File: config.mk
export PLATFORM = sky130hd
export DESIGN_NAME = irq_pin_unit
export DESIGN_NICKNAME = d
export VERILOG_FILES = /design/src/rtl/irq_pin_pkg.sv /design/src/rtl/irq_sync.sv /design/src/rtl/irq_ext_sense.sv /design/src/rtl/irq_change_det.sv /design/src/rtl/irq_pin_unit.sv
export SDC_FILE = /design/constraint.sdc
export NUM_CORES = 1
export LEC_CHECK = 0
export BUFFER_PORTS_ARGS = -buffer_cell sky130_fd_sc_hd__buf_2
export CAP_MARGIN = 20
export CORE_ASPECT_RATIO = 1.2
export CORE_MARGIN = 1
export CORE_UTILIZATION = 45
export CTS_BUF_LIST = sky130_fd_sc_hd__clkbuf_16
export CTS_CLUSTER_SIZE = 40
export DETAILED_ROUTE_END_ITERATION = 7
export PLACE_DENSITY = 0.78
export SYNTH_ARGS = -nofsm -noshare
export SYNTH_HDL_FRONTEND = slang
export SYNTH_HIERARCHICAL = 1
export SYNTH_SLANG_ARGS = --single-unit
File: constraint.sdc
create_clock -name clk -period 2.25 [get_ports clk]
set_input_delay 0.45 -clock clk [delete_from_list [all_inputs] [get_ports clk]]
set_output_delay 0.45 -clock clk [all_outputs]
set_load 0.03 [all_outputs]
File: src/rtl/irq_pin_pkg.sv
package irq_pin_pkg;
    localparam int REG_AW  = 2;
    localparam int NSRC    = 2;
    localparam int SRC_EXT = 0;
    localparam int SRC_PC  = 1;
    localparam int SENSE_W = 2;

    localparam logic [REG_AW-1:0] ADDR_MASK  = 2'd0;
    localparam logic [REG_AW-1:0] ADDR_FLAG  = 2'd1;
    localparam logic [REG_AW-1:0] ADDR_SENSE = 2'd2;

    typedef enum logic [SENSE_W-1:0] {
        SENSE_LOW  = 2'd0,
        SENSE_ANY  = 2'd1,
        SENSE_FALL = 2'd2,
        SENSE_RISE = 2'd3
    } sense_e;

    typedef struct packed {
        logic [NSRC-1:0] mask;
        logic [NSRC-1:0] flag;
        sense_e          sense;
        logic            gie;
    } ctl_t;
endpackage

File: src/rtl/irq_sync.sv
module irq_sync #(
    parameter int W = 1
) (
    input  logic         clk,
    input  logic         rst_n,
    input  logic [W-1:0] raw_i,
    output logic [W-1:0] cur_o,
    output logic [W-1:0] prev_o,
    output logic         primed_o
);
    localparam int FILL_W   = 2;
    localparam int FILL_MAX = 3;

    typedef struct packed {
        logic [W-1:0]      s1;
        logic [W-1:0]      s2;
        logic [W-1:0]      prev;
        logic [FILL_W-1:0] fill;
    } sync_t;

    sync_t d, q;

    always_comb begin
        d      = q;
        d.s1   = raw_i;
        d.s2   = q.s1;
        d.prev = q.s2;
        if (q.fill != FILL_W'(FILL_MAX)) begin
            d.fill = q.fill + 1'b1;
        end
    end

    always_ff @(posedge clk or negedge rst_n) begin
        if (!rst_n) begin
            q <= '0;
        end else begin
            q <= d;
        end
    end

    assign cur_o    = q.s2;
    assign prev_o   = q.prev;
    assign primed_o = (q.fill == FILL_W'(FILL_MAX));
endmodule

File: src/rtl/irq_ext_sense.sv
module irq_ext_sense
    import irq_pin_pkg::*;
(
    input  sense_e mode_i,
    input  logic   cur_i,
    input  logic   prev_i,
    input  logic   primed_i,
    output logic   hit_o,
    output logic   level_o
);
    always_comb begin
        hit_o   = 1'b0;
        level_o = 1'b0;
        case (mode_i)
            SENSE_LOW:  level_o = primed_i & ~cur_i;
            SENSE_ANY:  hit_o   = primed_i & (cur_i ^ prev_i);
            SENSE_FALL: hit_o   = primed_i & prev_i & ~cur_i;
            SENSE_RISE: hit_o   = primed_i & ~prev_i & cur_i;
            default:    hit_o   = 1'b0;
        endcase
    end
endmodule

File: src/rtl/irq_change_det.sv
module irq_change_det #(
    parameter int W = 6
) (
    input  logic [W-1:0] cur_i,
    input  logic [W-1:0] prev_i,
    input  logic         primed_i,
    output logic         hit_o
);
    logic [W-1:0] diff;

    for (genvar i = 0; i < W; i++) begin : g_bit
        assign diff[i] = cur_i[i] ^ prev_i[i];
    end

    assign hit_o = primed_i & (|diff);
endmodule

File: src/rtl/irq_pin_unit.sv
module irq_pin_unit
    import irq_pin_pkg::*;
#(
    parameter int NPINS = 6,
    parameter int DW    = 8
) (
    input  logic              clk,
    input  logic              rst_n,
    input  logic              ext_pin_i,
    input  logic [NPINS-1:0]  port_pin_i,
    input  logic              reg_we_i,
    input  logic [REG_AW-1:0] reg_addr_i,
    input  logic [DW-1:0]     reg_wdata_i,
    output logic [DW-1:0]     reg_rdata_o,
    input  logic              gie_set_i,
    output logic              gie_o,
    input  logic              ack_ext_i,
    input  logic              ack_pc_i,
    output logic              irq_ext_o,
    output logic              irq_pc_o
);
    localparam int SW = NPINS + 1;

    ctl_t d, q;

    logic [SW-1:0]   cur, prev;
    logic            primed;
    logic            ext_hit, ext_level, pc_hit;
    logic [NSRC-1:0] flag_q;
    logic            wdata_unused;

    assign wdata_unused = ^reg_wdata_i[DW-1:SENSE_W];

    irq_sync #(.W(SW)) u_sync (
        .clk      (clk),
        .rst_n    (rst_n),
        .raw_i    ({port_pin_i, ext_pin_i}),
        .cur_o    (cur),
        .prev_o   (prev),
        .primed_o (primed)
    );

    irq_ext_sense u_ext (
        .mode_i   (q.sense),
        .cur_i    (cur[0]),
        .prev_i   (prev[0]),
        .primed_i (primed),
        .hit_o    (ext_hit),
        .level_o  (ext_level)
    );

    irq_change_det #(.W(NPINS)) u_pc (
        .cur_i    (cur[SW-1:1]),
        .prev_i   (prev[SW-1:1]),
        .primed_i (primed),
        .hit_o    (pc_hit)
    );

    // Next state: register writes, then acknowledges, then detections.
    // A detection in the same cycle as a clear wins, so no event is lost.
    always_comb begin
        d = q;
        if (reg_we_i) begin
            case (reg_addr_i)
                ADDR_MASK:  d.mask  = reg_wdata_i[NSRC-1:0];
                ADDR_FLAG:  d.flag  = q.flag & ~reg_wdata_i[NSRC-1:0];
                ADDR_SENSE: d.sense = sense_e'(reg_wdata_i[SENSE_W-1:0]);
                default:    d.mask  = q.mask;
            endcase
        end
        if (ack_ext_i) d.flag[SRC_EXT] = 1'b0;
        if (ack_pc_i)  d.flag[SRC_PC]  = 1'b0;
        if (ext_hit)   d.flag[SRC_EXT] = 1'b1;
        if (pc_hit)    d.flag[SRC_PC]  = 1'b1;
        if (gie_set_i) d.gie = 1'b1;
        if (ack_ext_i || ack_pc_i) d.gie = 1'b0;
    end

    always_ff @(posedge clk or negedge rst_n) begin
        if (!rst_n) begin
            q <= '0;
        end else begin
            q <= d;
        end
    end

    always_comb begin
        reg_rdata_o = '0;
        case (reg_addr_i)
            ADDR_MASK:  reg_rdata_o[NSRC-1:0]    = q.mask;
            ADDR_FLAG:  reg_rdata_o[NSRC-1:0]    = q.flag;
            ADDR_SENSE: reg_rdata_o[SENSE_W-1:0] = q.sense;
            default:    reg_rdata_o = '0;
        endcase
    end

    assign flag_q    = q.flag;
    assign gie_o     = q.gie;
    assign irq_ext_o = q.gie & q.mask[SRC_EXT] &
                       ((q.sense == SENSE_LOW) ? ext_level : q.flag[SRC_EXT]);
    assign irq_pc_o  = q.gie & q.mask[SRC_PC] & q.flag[SRC_PC];
endmodule

==> results by group, run 1 <==
Status
  • Status: finished clean

CTS
  • Clock Path Buffers: 2
  • Root Buffer: clkbuf_16
  • Cts hold-fix bufs: 0
  • Clock transition at path regs: 0.05 ns
  • Total number of H-tree levels: 2
  • CTS tree: done
  • Clock sinks: 30
  • Clock latency on the worst-skew pair: 0.27 ns
  • CTS Buf Count: 5

Worst setup path
  • Crit end category: output port
  • CP max stage delay: around 0.40 ns
  • Slowest-stage cell, CP: or3b_1
  • CP Class: reg -> out
  • Worst Path Max Fanout: 4
  • CP Buf/Inv Count: 1
  • Worst-path cell chain: ha_4 > nor4b_1 > or3b_1 > a21oi_2 > buf_6
  • Delay-heaviest family, CP: simple AND/OR/NAND/NOR gates
  • CP startpoint kind: flip-flop
  • Worst endpoint data arrival time: 1.78 ns
  • CP required: 1.80 ns

STA
  • Clock skew: 0.00545 ns
  • Slew headroom: 58.9%
  • Final period utilization: 99.2%
  • Highest Clock Rate: 448 MHz
  • Final Hold Vio Count: 0
  • Slew @ Worst Pin: 0.617 ns
  • Tmin final: between 2 and 2.5 ns
  • Final setup margin: 0.0189 ns
  • Final setup vio count: 0
  • Final Max Slew Viols: 0
  • WHS: between 0.15 and 0.2 ns
  • Setup TNS: 0 ns

Min path
  • Worst hold path type: in -> async

Logic synthesis
  • Xor/xnor share of the synthesized area: 5.56%
  • Post-synth ARST share: 100%
  • Post-synth top area cell: dfrtp_1
  • Post-synth top area share: 59.6%
  • Most instantiated cells after synthesis: dfrtp_1 (30), buf_4 (20), xnor2_1 (6)
  • Top_reg_cell synth: dfrtp_1
  • Largest family of logic cells by synthesized area: buffers and inverters
  • Cells after synthesis: 93
  • Synth Area in Adders: 1.99%
  • #FFs+latches synth: 30
  • Compound-cell area share of the yosys netlist: 4.67%
  • Synthesized area: 1260 sq um
  • Fraction of synthesized area in multiplexers: 6.36%
  • Sequential area share after synthesis: 59.6%
  • Ranking of synthesized cells by area: dfrtp_1 (60%), buf_4 (12%), xnor2_1 (4.2%)
  • Most common cell in the netlist: dfrtp_1
  • Simple-Gate Fraction of Synth Area: 8.14%
  • Number of synthesized flops with an enable pin: 0
  • YS warnings: 6
  • Post-synthesis average cell area: 13.5 sq um
  • Yosys cell types: 29

Floorplan
  • Ports: 34
  • Initial core utilization: between 40% and 50%
  • Cell Rows: 20
  • Full die area: 3020 sq um
  • Die extent in x: 50.3 um
  • Core Region: 2600 sq um
  • Die H: 60.0 um

Final layout
  • Synthesis-to-finish area growth: 14.5%
  • Final Non-Filler Cells: between 100 and 150
  • Fin area: 1440 sq um
  • Fraction of layout cells with a size suffix above 1: 35.2%
  • Register area: about 750 sq um
  • Fill count: 220
  • Area taken by multi-input logic gates: 375 sq um
  • Layout net count: between 100 and 150
  • Antenna Cells: 0

Power
  • Max rail drop VDD: 714 uV
  • Power Density: 934 nW/um^2
  • Leak Pwr: roughly 0.65 nW

GRT
  • GRT Total Usage: roughly 14%
  • Vias in the first global route: slightly below 700
  • First-pass GRT wire length: 2.95 mm
  • Initial antenna violation count: 0
  • GRT overflow: 0
  • Pin count of the biggest net entering global routing: 31

Drt
  • Final wirelength: 1.72 mm
  • Initial DRT Pass Iterations: 4
  • Wire per inst: 12.2 um
  • DR iter-0 viols: 4
  • Post-route DRC: 0
  • Vias: 689
  • Avg Vias per Cell: between 4 and 5
  • Antenna-violating nets left: 0

Job
  • Max Cap Viol: 0

Placement
  • Routability congestion estimate from global placement: 0.869
  • I/O Buffers: 21
  • Pre-CTS WS: roughly 0.21 ns
  • Placed insts: about 130
  • Post-DP Area: 1260 sq um
  • Hpwl dp: approximately 1.2 mm
-- kinds of logic after synthesis --
kind of cell               after synthesis
buffers and inverters                   23
xor gates and xnor gates                 8
other                                    1
DFF                                     30
muxes                                    7
AOI/OAI and AO/OA                        8
adders and majority gates                2
and+or+nand+nor                         14
-- sequential cells by signal, indices dropped and copies added, names as in the netlist --
signal         count
u_sync/cur_o       7
u_sync/d           7
u_sync/prev_o      7
q                  4
flag_q             2
u_sync/q           2
gie_o              1
-- worst paths after layout --
check | from | to | slack [ns] | depth (start not counted)
setup / recovery | u_sync/q[1]$_DFFE_PN0P_ | irq_ext_o | 0.02 | 5
hold / removal | rst_n | q[5]$_DFFE_PN0P_ | 0.20 | 1
setup reg to reg | u_sync/prev_o[4]$_DFF_PN0_ | flag_q[1]$_DFFE_PN0P_ | 1.02 | 4
hold reg to reg | u_sync/d[9]$_DFF_PN0_ | u_sync/cur_o[0]$_DFF_PN0_ | 0.34 | 0
max in group asynchronous | rst_n | q[1]$_DFFE_PN0P_ | 1.65 | 1
min in group clk | port_pin_i[2] | u_sync/d[12]$_DFF_PN0_ | 0.29 | 1
-- repair_timing --
item / in CTS / in global routing
endpoints found under the setup margin: 1 / 1
setup buffers: 1 / 1
cloned: 0 / 0
gates resized for setup: 4 / 1
-- worst register-to-register path, cell delays in order, from the launching register on --
cell,delay (ns)
dfrtp_1,0.38
xnor2_1,0.16
nand4_1,0.11
o31a_1,0.26
a31o_2,0.21
-- through the flow --
stage	util (%)	total power, mW
2_1_floorplan	-	0.721
4_1_cts	54.8	1.37
3_5_place_dp	48.6	0.743
5_1_grt	55.4	1.41
6_report	55.4	1.35
3_3_place_gp	48.6	0.736
-- cell usage in the layout, fill, tap and decap left out, drive strengths merged --
cell type / Yosys / routed
mux2i: 2 / 2
o21ai: 2 / 2
a21oi: 1 / 1
clkbuf: 0 / 5
ha: 2 / 2
conb: 1 / 6
nor4b: 1 / 1
mux2: 5 / 5
nand2: 1 / 1
and3: 1 / 1
dfrtp: 30 / 30
nor3b: 1 / 1
nand4: 1 / 1
nor2: 1 / 1
nand3b: 2 / 2
nor2b: 1 / 1
clkinvlp: 0 / 1
inv: 2 / 2
a31o: 2 / 2
xor2: 2 / 2
clkinv: 0 / 2
buf: 21 / 23
nor3: 1 / 1
or3b: 1 / 1
xnor2: 6 / 6
o2bb2ai: 2 / 2
o31a: 1 / 1
nand4b: 3 / 3
-- where the power goes --
group / total (mW) / internal (mW) / leakage, nW / switching (mW)
clock: 0.612 / 0.401 / 0.0672 / 0.210
combinational: 0.126 / 0.0541 / 0.241 / 0.0716
sequential: 0.610 / 0.579 / 0.344 / 0.0313
total: 1.35 / 1.03 / 0.652 / 0.313
-- routing by layer --
layer	vias up	track usage, %	routed length, um
li1	318	-	-
met1	347	16.3	702
met2	19	22.7	896
met3	5	4.58	78
met4	0	9.52	42
met5	-	0	0
-- cell type report --
cell class	count	area share, %
tap	33	2.86
inverter	2	0.520
multi-input combinational	45	26.0
sequential	30	52.0
clock inverter	3	1.13
clock buffer	5	8.67
timing repair buffer	23	8.76
No activity file was read; power rests on OpenSTA's default activity.
==> run 2: changes to the inputs <==
GPL_TIMING_DRIVEN = 0   (was not set)
PLACE_DENSITY = 0.81   (was 0.78)
RECOVER_POWER = 25   (was not set)
clock period = 1.8 ns   (was 2.25 ns; I/O delays follow)
==> results by group, run 2 (synthesis results as in run 1) <==
Final layout
  • Synthesis-to-finish area growth: 30.5%
  • Register area: 753 sq um (+0.33%)
  • Layout net count: 156 (+18%)
  • Commonest non-fill, non-tap cell in the layout: dfrtp_1
  • Fraction of layout cells with a size suffix above 1: 49.2% (+14 points)
  • Antenna Cells: 0 (unchanged)
  • Fill count: 199 (-9.5%)
  • Most frequent cells in the layout: dfrtp_1 (28), buf_4 (26), buf_2 (19), conb_1 (6), xnor2_1 (6)
  • Final Non-Filler Cells: 163 (+16%)
  • Layout Utilization: 63.2% (+7.7 points)
  • Area taken by multi-input logic gates: 400 sq um (+6.7%)

Worst setup path
  • R2R depth: 4 (unchanged)
  • CP Class: reg -> out
  • CP startpoint kind: flip-flop
  • FF-to-FF setup slack: 0.45 ns (-0.57 ns)
  • End of the worst register-to-register path: u_sync/q[1]$_DFFE_PN0P_
  • Reg2reg start: u_sync/q[0]$_DFFE_PN0P_
  • Slowest-stage cell, CP: or3b_4
  • Delay-heaviest family, CP: simple AND/OR/NAND/NOR gates
  • CP required: 1.44 ns (-0.36 ns)
  • CP max stage delay: 0.41 ns (about the same)
  • Worst endpoint data arrival time: 1.66 ns (-0.12 ns)
  • Worst Path Max Fanout: 2 (-2)
  • Crit end category: output port
  • CP Buf/Inv Count: 1 (unchanged)
  • Worst-path cell chain: ha_4 > nor4b_4 > or3b_4 > a21oi_4 > buf_6

Placement
  • I/O Buffers: 20 (-4.8%)
  • Placed insts: 151 (+15%)
  • Hpwl dp: 1.33 mm (+11%)
  • Routability congestion estimate from global placement: 0.861 (-0.99%)

STA
  • Slew headroom: 58.8% (-0.13 points)
  • RSZ-0062 raised after global routing: yes
  • Tmin final: 2.02 ns
  • Final setup vio count: 1 (+1)
  • Clock skew: 0.00454 ns (-0.000906 ns)
  • Final period utilization: 112%
  • Slew @ Worst Pin: 0.619 ns (+0.00196 ns)
  • Final Hold Vio Count: 0 (unchanged)
  • Highest Clock Rate: 495 MHz
  • Final setup margin: -0.221 ns (-0.240 ns)
  • Final Max Slew Viols: 0 (unchanged)

Power
  • Max rail drop VDD: 1120 uV (+56%)
  • Leak Pwr: 0.778 nW (+19%)
  • Power Density: 1040 nW/um^2 (+12%)

GRT
  • Pin count of the biggest net entering global routing: 31 (unchanged)
  • GRT Total Usage: 16.8% (+2.6 points)
  • Vias in the first global route: 733 (+8.0%)
  • First-pass GRT wire length: 3.31 mm (+12%)
  • GRT overflow: 0 (unchanged)
  • Initial antenna violation count: 0 (unchanged)

CTS
  • Clock Path Buffers: 2 (unchanged)
  • CTS tree: done
  • Clock latency on the worst-skew pair: 0.27 ns (about the same)
  • Clock sinks: 30 (unchanged)
  • Clock transition at path regs: 0.04 ns (about the same)
  • Root Buffer: clkbuf_16
  • CTS Buf Count: 5 (unchanged)
  • Total number of H-tree levels: 2 (unchanged)

Floorplan
  • Full die area: 3020 sq um (unchanged)
  • Ports: 34 (unchanged)
  • Die H: 60.0 um (unchanged)
  • Core Region: 2600 sq um (unchanged)
  • Die extent in x: 50.3 um (unchanged)
  • Initial core utilization: 48.4% (unchanged)
  • Cell Rows: 20 (unchanged)

Drt
  • DR iter-0 viols: 14 (+10)
  • Initial DRT Pass Iterations: 3 (-1)
  • Final wirelength: 2.11 mm (+23%)
  • Antenna-violating nets left: 0 (unchanged)
  • Wire per inst: 13.0 um (+6.2%)
  • Vias: 754 (+9.4%)
  • Post-route DRC: 0 (unchanged)
  • Avg Vias per Cell: 4.63 (-5.3%)

Status
  • Violated checks: setup timing
  • Status: finished with violations

Min path
  • Worst hold path type: in -> async

Job
  • Max Cap Viol: 0 (unchanged)
==> run 2: cell type report <==
type | instances | area share [%]
clock buffer | 5 | 7.61
sequential | 30 | 45.8
inverter | 2 | 0.457
multi-input combinational | 45 | 24.4
tap | 33 | 2.51
clock inverter | 1 | 0.228
buffer | 20 | 9.36
timing repair buffer | 27 | 9.67
==> run 2: worst max-delay path by stage <==
stage	to	depth (start not counted)	slack, ns	startpoint
6_report	irq_ext_o	5	-0.22	u_sync/q[0]$_DFFE_PN0P_
5_1_grt	irq_ext_o	5	-0.27	u_sync/q[0]$_DFFE_PN0P_
4_1_cts	irq_ext_o	5	-0.25	u_sync/q[1]$_DFFE_PN0P_
3_5_place_dp	irq_ext_o	5	-0.14	u_sync/q[0]$_DFFE_PN0P_
3_3_place_gp	irq_ext_o	5	-0.13	u_sync/q[0]$_DFFE_PN0P_
2_1_floorplan	irq_ext_o	4	0.04	u_sync/q[0]$_DFFE_PN0P_
==> run 2: stage by stage <==
| step | setup WS (ns) | setup TNS (ns) | area, sq um | total power, mW | hold WS (ns) |
|---|---|---|---|---|---|
| final | -0.221 | -0.221 | 1640 | 1.71 | 0.111 |
| after global routing | -0.270 | -0.270 | 1640 | 1.79 | 0.161 |
| after CTS | -0.247 | -0.247 | 1610 | 1.72 | 0.126 |
| after detailed placement | -0.142 | -0.142 | 1430 | 0.970 | 0.335 |
| after global placement | -0.130 | -0.130 | 1430 | 0.960 | 0.331 |
| after floorplan | 0.0418 | 0 | 1290 | 0.906 | 0.0644 |
==> run 2: worst register-to-register path, delay by kind of cell (launching register included) <==
kind	cells	cell delay, ns
DFF	1	0.41
adders and majority gates	1	0.28
buffers and inverters	2	0.28
muxes	1	0.26
==> run 2: routing by layer <==
layer,routed length (um),global-route usage [%],up-vias
li1,-,-,366
met1,824,17.6,357
met2,1110,26.9,22
met3,84,6.11,9
met4,91,14.3,0
met5,0,0,-
==> run 2: where the power goes <==
group          internal, mW  switching (mW)
sequential            0.726          0.0344
combinational         0.112           0.118
clock                 0.486           0.238
total                  1.32           0.390
==> run 2: timing repair <==
| action | 4_1_cts | 5_1_grt |
|---|---|---|
| gates resized for setup | 8 | 1 |
| setup buffers | 4 | 3 |
| setup endpoints to repair | 1 | 1 |
| gates cloned | 0 | 0 |
| pin swaps | 3 | 2 |
| hold buffers | 0 | 0 |
==> run 3: changes to the inputs <==
==> constraint.sdc (replaced) <==
create_clock -name clk -period 1.8 [get_ports clk]
set_input_delay 0.18 -clock clk [delete_from_list [all_inputs] [get_ports clk]]
set_output_delay 0.18 -clock clk [all_outputs]
set_load 0.03 [all_outputs]
==> results by group, run 3 (synthesis results as in run 1) <==
Status
  • Status: finished with violations
  • Violated checks: setup timing

STA
  • Setup TNS: -0.0679 ns (+0.153 ns)
  • Final Hold Vio Count: 0 (unchanged)
  • Tmin final: 1.87 ns (-0.153 ns)
  • WHS: 0.0206 ns (-0.0902 ns)
  • Final setup margin: -0.0679 ns (+0.153 ns)
  • Clock skew: 0.00533 ns (+0.000791 ns)
  • Slew headroom: 58.3% (-0.50 points)
  • Highest Clock Rate: 535 MHz (+8.2%)
  • Final period utilization: 104% (-8.5 points)
  • Slew @ Worst Pin: 0.626 ns (+0.00745 ns)
  • RSZ-0062 raised after global routing: yes
  • Final setup vio count: 1 (unchanged)
  • Final Max Slew Viols: 0 (unchanged)

Floorplan
  • Die H: 60.0 um (unchanged)
  • Cell Rows: 20 (unchanged)
  • Ports: 34 (unchanged)
  • Core Region: 2600 sq um (unchanged)
  • Die extent in x: 50.3 um (unchanged)
  • Initial core utilization: 48.4% (unchanged)
  • Full die area: 3020 sq um (unchanged)

Final layout
  • Layout Utilization: 63.2% (unchanged)
  • Fraction of layout cells with a size suffix above 1: 48.9% (-0.38 points)
  • Antenna Cells: 0 (unchanged)
  • Fin area: 1640 sq um (unchanged)
  • Commonest non-fill, non-tap cell in the layout: dfrtp_1
  • Final Non-Filler Cells: 164 (+0.61%)
  • Synthesis-to-finish area growth: 30.5% (unchanged)
  • Most frequent cells in the layout: dfrtp_1 (28), buf_4 (24), buf_2 (19), conb_1 (6), xnor2_1 (6)
  • Layout net count: 155 (-0.64%)

Job
  • Max Cap Viol: 0 (unchanged)

Drt
  • Vias: 761 (+0.93%)
  • Initial DRT Pass Iterations: 5 (+2)
  • Avg Vias per Cell: 4.64 (+0.31%)
  • Wire per inst: 11.8 um (-8.6%)
  • Antenna-violating nets left: 0 (unchanged)
  • Final wirelength: 1.94 mm (-8.0%)
  • DR iter-0 viols: 12 (-2)
  • Post-route DRC: 0 (unchanged)

Worst setup path
  • Reg2reg start: u_sync/cur_o[4]$_DFF_PN0_
  • CP startpoint kind: flip-flop
  • CP max stage delay: 0.40 ns (about the same)
  • CP Buf/Inv Count: 1 (unchanged)
  • Worst-path cell chain: ha_4 > nor4b_4 > or3b_4 > a21oi_2 > buf_6
  • Slowest-stage cell, CP: or3b_4
  • CP required: 1.62 ns (+0.18 ns)
  • Worst Path Max Fanout: 2 (unchanged)
  • Crit end category: output port
  • CP Class: reg -> out
  • Delay-heaviest family, CP: simple AND/OR/NAND/NOR gates
  • CP startpoint: u_sync/q[0]$_DFFE_PN0P_
  • Worst endpoint data arrival time: 1.69 ns (+0.03 ns)

Power
  • Leak Pwr: 0.777 nW (-0.16%)
  • Max rail drop VDD: 840 uV (-25%)
  • Total power: 1.74 mW (+1.2%)
  • Power Density: 1060 nW/um^2 (+1.2%)

GRT
  • GRT overflow: 0 (unchanged)
  • Initial antenna violation count: 0 (unchanged)
  • Pin count of the biggest net entering global routing: 31 (unchanged)
  • GRT Total Usage: 15.7% (-1.1 points)
  • Vias in the first global route: 737 (+0.55%)
  • First-pass GRT wire length: 3.30 mm (-0.42%)

CTS
  • CTS tree: done
  • Root Buffer: clkbuf_16
  • Clock Path Buffers: 2 (unchanged)
  • Clock latency on the worst-skew pair: 0.27 ns (about the same)
  • Clock sinks: 30 (unchanged)
  • CTS Buf Count: 5 (unchanged)
  • Total number of H-tree levels: 2 (unchanged)
  • Clock transition at path regs: 0.05 ns (about the same)

Placement
  • I/O Buffers: 20 (unchanged)
  • Post-DP Area: 1420 sq um (-0.79%)
  • Hpwl dp: 1.19 mm (-11%)
  • Routability congestion estimate from global placement: 0.859 (-0.24%)
  • Pre-CTS WS: 0.0877 ns (+0.230 ns)
  • Placed insts: 151 (unchanged)

Min path
  • Worst hold path type: in -> reg
  • Hold wc startpoint: port_pin_i[0]
-- run 3: where the power goes --
group | internal, mW | total, mW | leakage [nW] | switching [mW]
combinational | 0.107 | 0.215 | 0.368 | 0.108
sequential | 0.725 | 0.763 | 0.342 | 0.0382
clock | 0.501 | 0.757 | 0.0672 | 0.256
total | 1.33 | 1.74 | 0.777 | 0.403
-- run 3: final cells by class --
class                   instances  area, sq um
multi-input cells              45          393
inverters                       2         7.51
repair buffers                 26          154
well taps                      33         41.3
flip-flops and latches         30          753
clock buffers                   5          125
clock inverters                 3         16.3
fillers                       208          958
plain buffers                  20          154
-- run 3: path summary, 6_finish.rpt --
kind                                        endpoint  slack, ns  cells after the start
setup reg to reg               flag_q[1]$_DFFE_PN0P_       0.44                      5
hold / removal                u_sync/d[10]$_DFF_PN0_       0.02                      1
min in group asynchronous           q[5]$_DFFE_PN0P_       0.47                      2
max in group asynchronous           q[1]$_DFFE_PN0P_       0.89                      2
hold reg to reg            u_sync/cur_o[1]$_DFF_PN0_       0.34                      0
setup / recovery                           irq_ext_o      -0.07                      5
-- run 3: timing repair --
action,4_1_cts,5_1_grt
gates resized for setup,7,3
setup endpoints to repair,1,1
pin swaps,2,2
cloned,0,0
hold endpoints to repair,30,0
hold buffers,1,0
buffers inserted,3,2
-- run 3: layer usage --
layer  wire length (um)  vias to the layer above  global-route usage, %
li1                   -                      366                      -
met1                887                      368                   20.5
met2                944                       25                   22.1
met3                 94                        2                   6.87
met4                 16                        0                   8.33
met5                  0                        -                      0
